<file path="src/rtl/wdg_pkg.sv">
package wdg_pkg;
  // Strobes from the control to the counter datapath
  typedef struct packed {
    logic zeroCnt;
    logic incCnt;
  } cnt_strb_t;
endpackage

</file>
<file path="src/rtl/wdg_datapath.sv">
module wdg_datapath
  import wdg_pkg::*;
#(
  parameter int CNT_W     = 8,
  parameter int WIN_START = 128
) (
  input  logic             clk,
  input  logic             rstN,
  input  cnt_strb_t        strb,
  output logic [CNT_W-1:0] cnt,
  output logic             inWindow,
  output logic             atMax
);
  localparam logic [CNT_W-1:0] WIN_LO = CNT_W'(WIN_START);

  always_ff @(posedge clk or negedge rstN) begin
    if (!rstN)             cnt <= '0;
    else if (strb.zeroCnt) cnt <= '0;
    else if (strb.incCnt)  cnt <= cnt + 1'b1;
  end

  assign inWindow = (cnt >= WIN_LO);
  assign atMax    = &cnt;

  AST_CNT_STEP: assert property (@(posedge clk) disable iff (!rstN)
    (strb.incCnt && !strb.zeroCnt) |=> (cnt == $past(cnt) + 1'b1));
  AST_CNT_HOLD: assert property (@(posedge clk) disable iff (!rstN)
    (!strb.incCnt && !strb.zeroCnt) |=> $stable(cnt));
endmodule

</file>
<file path="src/rtl/wdg_ctrl.sv">
module wdg_ctrl
  import wdg_pkg::*;
#(
  parameter int                CNT_W    = 8,
  parameter int                CODE_W   = 8,
  parameter logic [CODE_W-1:0] CLR_CODE = 8'h4E,
  parameter logic [CODE_W-1:0] DIS_CODE = 8'hB1
) (
  input  logic              clk,
  input  logic              rstN,
  input  logic              tickEn,
  input  logic              ctrlWrEn,
  input  logic              ctrlWrData,
  input  logic              codeWrEn,
  input  logic [CODE_W-1:0] codeWrData,
  input  logic              statusRdEn,
  input  logic [CNT_W-1:0]  cntIn,
  input  logic              inWindow,
  input  logic              atMax,
  output cnt_strb_t         strb,
  output logic              running,
  output logic              enBit,
  output logic              ovfFlag,
  output logic              earlyFlag,
  output logic              irq
);
  logic enWrOne, disableReq, clearReq, clearOk, clearBad, ovfEvt;

  assign enWrOne    = ctrlWrEn && ctrlWrData;
  // Stop needs the enable bit already low and no simultaneous re-enable
  assign disableReq = running && codeWrEn && (codeWrData == DIS_CODE) && !enBit && !enWrOne;
  assign clearReq   = running && codeWrEn && (codeWrData == CLR_CODE);
  assign clearOk    = clearReq && inWindow;
  assign clearBad   = clearReq && !inWindow;
  // Stop and in-window clear both pre-empt a wrap
  assign ovfEvt     = running && tickEn && atMax && !disableReq && !clearOk;

  assign strb.zeroCnt = disableReq || clearOk || !running;
  assign strb.incCnt  = running && tickEn && !disableReq && !clearOk;

  always_ff @(posedge clk or negedge rstN) begin
    if (!rstN) begin
      running   <= 1'b1;
      enBit     <= 1'b1;
      ovfFlag   <= 1'b0;
      earlyFlag <= 1'b0;
      irq       <= 1'b0;
    end else begin
      if (enWrOne)         running <= 1'b1;
      else if (disableReq) running <= 1'b0;
      if (ctrlWrEn) enBit <= ctrlWrData;
      if (ovfEvt)          ovfFlag <= 1'b1;
      else if (statusRdEn) ovfFlag <= 1'b0;
      if (clearBad)        earlyFlag <= 1'b1;
      else if (statusRdEn) earlyFlag <= 1'b0;
      irq <= ovfEvt || clearBad;
    end
  end

  AST_STOPPED_ZERO: assert property (@(posedge clk) disable iff (!rstN)
    !running |-> (cntIn == '0));
  AST_CODE_LOCKED: assert property (@(posedge clk) disable iff (!rstN)
    (running && enBit && !(ctrlWrEn && !ctrlWrData)) |=> running);
  AST_STOP_BEATS_WRAP: assert property (@(posedge clk) disable iff (!rstN)
    (disableReq && tickEn && atMax) |=> (!irq && !running));
  AST_IRQ_CAUSE: assert property (@(posedge clk) disable iff (!rstN)
    irq |-> (ovfFlag || earlyFlag));
  AST_READ_CLEARS: assert property (@(posedge clk) disable iff (!rstN)
    (statusRdEn && !tickEn && !codeWrEn) |=> (!ovfFlag && !earlyFlag));
endmodule

</file>
<file path="src/rtl/wdg_window_top.sv">
module wdg_window_top
  import wdg_pkg::*;
#(
  parameter int CNT_W     = 8,
  parameter int CODE_W    = 8,
  parameter int WIN_START = 128
) (
  input  logic              clk,
  input  logic              rstN,
  input  logic              tickEn,
  input  logic              ctrlWrEn,
  input  logic              ctrlWrData,
  input  logic              codeWrEn,
  input  logic [CODE_W-1:0] codeWrData,
  input  logic              statusRdEn,
  output logic [CNT_W-1:0]  countOut,
  output logic [2:0]        statusOut,
  output logic              enableOut,
  output logic              irqOut
);
  cnt_strb_t strb;
  logic inWindow, atMax, running, ovfFlag, earlyFlag;

  wdg_ctrl #(.CNT_W(CNT_W), .CODE_W(CODE_W)) i_ctrl (
    .clk(clk), .rstN(rstN), .tickEn(tickEn),
    .ctrlWrEn(ctrlWrEn), .ctrlWrData(ctrlWrData),
    .codeWrEn(codeWrEn), .codeWrData(codeWrData), .statusRdEn(statusRdEn),
    .cntIn(countOut), .inWindow(inWindow), .atMax(atMax),
    .strb(strb), .running(running), .enBit(enableOut),
    .ovfFlag(ovfFlag), .earlyFlag(earlyFlag), .irq(irqOut)
  );

  wdg_datapath #(.CNT_W(CNT_W), .WIN_START(WIN_START)) i_dp (
    .clk(clk), .rstN(rstN), .strb(strb),
    .cnt(countOut), .inWindow(inWindow), .atMax(atMax)
  );

  assign statusOut = {ovfFlag, earlyFlag, running};
endmodule

</file>
<file path="config.mk">
export PLATFORM = sky130hd
export DESIGN_NAME = wdg_window_top
export DESIGN_NICKNAME = d
export VERILOG_FILES = /design/src/rtl/wdg_pkg.sv /design/src/rtl/wdg_datapath.sv /design/src/rtl/wdg_ctrl.sv /design/src/rtl/wdg_window_top.sv
export SDC_FILE = /design/constraint.sdc
export NUM_CORES = 1
export LEC_CHECK = 0
export ABC_CLOCK_PERIOD_IN_PS = 1700
export BUFFER_PORTS_ARGS = -buffer_cell sky130_fd_sc_hd__buf_4
export CORE_MARGIN = 3
export CORE_UTILIZATION = 46
export CTS_CLUSTER_SIZE = 25
export DETAILED_ROUTE_END_ITERATION = 7
export PLACE_DENSITY = 0.8
export RECOVER_POWER = 100
export REMOVE_ABC_BUFFERS = 1
export SLEW_MARGIN = 20
export SYNTH_ARGS = -nofsm -noshare
export SYNTH_HDL_FRONTEND = slang
export SYNTH_SLANG_ARGS = --single-unit
</file>
<file path="constraint.sdc">
create_clock -name clk -period 1.7 [get_ports clk]
set_clock_uncertainty 0.1 [all_clocks]
set_input_delay 0.17 -clock clk [delete_from_list [all_inputs] [get_ports clk]]
set_output_delay 0.17 -clock clk [all_outputs]
set_load 0.01 [all_outputs]
</file>
==> out/results.txt <==
Final ANT Viol Nets: 0
leading area contributor after synthesis: dfrtp_1
post-route setup TNS: 0 ns
RSZ-0062 raised after global routing: false
Clock Latency Late Sink: 0.27 ns
DRT Pass-1 Iters: 4
Inserted Diodes: 0
top-count cell post-synth: dfrtp_1
# DRC: 0
clk slew on worst S/H paths: 0.07 ns
Final Setup Violations: 0
first-pass GRT wire length: 2380 um
syn avg cell area: 10.4 sq um
clk root buf: clkbuf_4
WP data arrival: 1.53 ns
Comb pwr share: 30.6%
post-synthesis compound-gate area fraction: 9.31%
dpl cells: 108
fmax: 0.674 GHz
Sw Ratio: 38.1%
most frequent cells after synthesis: 11 x dfrtp_1, 10 x nor2_1, 7 x inv_1
Setup Crit Path Kind: reg2reg
Top FF cell, synth: dfrtp_1
clk sinks: 13
Starting Density: 52.5%
clock buffer depth: 2
Final GP Congestion: 0.771
Buf+Inv Stages, Crit Path: 0
design area: 915 sq um
share of post-route cells with drive strength above 1: 23.0%
Iteration-0 DRC Markers: 6
Clk network pwr share: 18.1%
worst-margin pin slew: 0.671 ns
total power divided by cell area: 1100 nW/um^2
GRT Overall Usage: 16.0%
hold_buf cts: 3
CP top delay family: flip-flops
Floorplan Core Area: 1380 sq um
final wirelength: 1470 um
pin count of the biggest net entering global routing: 14
Critical-path top delay cell: dfstp_1
mux cell area share after synthesis: 1.38%
Pleak: 0.411 nW
EDFF count, synth: 0
status: finished clean
row cnt: 13
Hold Vio Cnt, Final: 0
die area: 2090 sq um
DP Area: 917 sq um
mapped cell area: 726 sq um
period utilization: 87.3%
xor/xnor share of the synthesized area: 7.24%
ys async rst share: 100%
total grt overflow: 0
post-synth top area share: 37.9%
critical path, cell by cell: and4bb_2, a41oi_2, o21ai_2, nor2_1
vias: 612
Vias/cell: 5.32
Flop pwr share: 51.2%
final-stage net count: 118
dominant cells by area after synthesis: dfrtp_1 38%, dfstp_2 7.2%, and4bb_2 6.9%, nor2_1 5.2%, buf_4 4.1%
Startpoint Class: flip-flop
setup bufs post-CTS: 0
worst relative slew slack: 55.3%
DPL Wire Length: 1150 um
post-synthesis cell type count: 26
slowest stage delay, CP: 0.58 ns
Yosys warning count: 0
initial antenna violation count: 0
Yosys reg bits: 13
Die Ht: 45.7 um
Die Span X: 45.7 um
Crit. End Element: flip-flop
post-synthesis sequential area ratio: 45.2%
Net Sw Power: 383 uW
Slew Viols, Final: 0
Layout Cells excl Fill: 115
cell count after synthesis: 70
CTS tree: done
maxcap violations: 0
Worst Path Required: 1.75 ns
Top Ports: 28
crit path max fanout: 7
post-cts resize count: 0
main combinational cell family by area after synthesis: simple AND/OR/NAND/NOR gates
Simple-Gate Fraction of Synth Area: 25.7%
Int Power: 623 uW
H-Tree Depth: 1
IO buf count: 27
CTS Buf Count: 3
adder-cell share of the synthesized area: 3.45%
wire length per cell: 12.8 um
minimum clock period: 1.48 ns
worst hold-check path type: in2reg
Synth-to-Final Area Change: 26.0%
Layout fillers: 126
final core utilization: 66.2%
peak supply drop: 0.771 mV
vias in the first global route: 573
## tightest hold or removal path, delay by kind of cell
| kind | cells | cell delay, ns |
|---|---|---|
| compound gates | 1 | 0.09 |
| buf+inv | 1 | 0.08 |
| simple gates | 1 | 0.08 |
## routing by layer
layer / vias to the layer above / routed length, um / global-route usage (%)
met2: 24 / 681 / 26.5
met4: 0 / 29 / 10.2
met3: 4 / 162 / 4.35
li1: 295 / - / -
met1: 289 / 594 / 17.8
met5: - / 0 / 0
## through the flow
| step | hold WS (ns) | setup slack [ns] | power (mW) |
|---|---|---|---|
| after floorplan | -0.226 | 0.309 | 0.692 |
| after global placement | -0.0796 | 0.268 | 0.874 |
| after detailed placement | -0.0787 | 0.228 | 0.894 |
| after CTS | 0.0767 | 0.222 | 1.09 |
| after global routing | 0.0925 | 0.118 | 1.08 |
| final | 0.0943 | 0.216 | 1.01 |
## placed cells by master, fill, tap and decap left out, types with 2 or more instances in the layout
cell type,instances
and4bb_2,4
nor2_1,10
nand4_1,3
xnor2_1,3
dlygate4sd3_1,3
xor2_1,3
clkbuf_1,15
ha_1,2
dfstp_1,2
dfrtp_1,11
inv_1,7
nand3_1,3
nand2_1,3
clkbuf_4,3
o21ai_0,3
buf_4,13
## logic make-up after synthesis
family / count (synthesis)
flip-flops: 13
XOR/XNOR: 6
buffers and inverters: 11
multiplexers: 1
AND/OR/NAND/NOR: 28
adder cells (fa/ha/maj): 2
AO/OA/AOI/OAI: 9
## power groups by stage
| stage | logic, mW | registers, mW | clock network, mW |
|---|---|---|---|
| 2_1_floorplan | 0.155 | 0.536 | 0 |
| 3_3_place_gp | 0.356 | 0.518 | 0 |
| 3_5_place_dp | 0.375 | 0.519 | 0 |
| 4_1_cts | 0.378 | 0.516 | 0.194 |
| 5_1_grt | 0.346 | 0.528 | 0.209 |
| 6_report | 0.308 | 0.516 | 0.183 |
## final cells by class
cell class	count	area, sq um	area share [%]
repair buffers	30	180	19.7
flip-flops and latches	13	328	35.8
clock buffers	4	26.3	2.87
well taps	15	18.8	2.05
multi-input cells	46	335	36.7
inverters	7	26.3	2.87
## final timing paths
check	startpoint	to	slack, ns	depth (start not counted)
max	i_ctrl.running	i_dp.cnt[6]	0.22	4
min	ctrlWrData	i_ctrl.enBit	0.09	3
max reg2reg	i_ctrl.running	i_dp.cnt[6]	0.22	4
min reg2reg	i_ctrl.enBit	i_ctrl.enBit	0.40	2
max in group asynchronous	rstN	i_dp.cnt[1]	0.71	2
min in group asynchronous	rstN	i_ctrl.ovfFlag	0.36	2
## sequential cells by signal, summed over array words and instances, names as in the netlist
register,cells
i_ctrl.earlyFlag,1
i_ctrl.enBit,1
i_ctrl.irq,1
i_ctrl.ovfFlag,1
i_ctrl.running,1
i_dp.cnt,8
No activity file was read; power rests on OpenSTA's default activity.
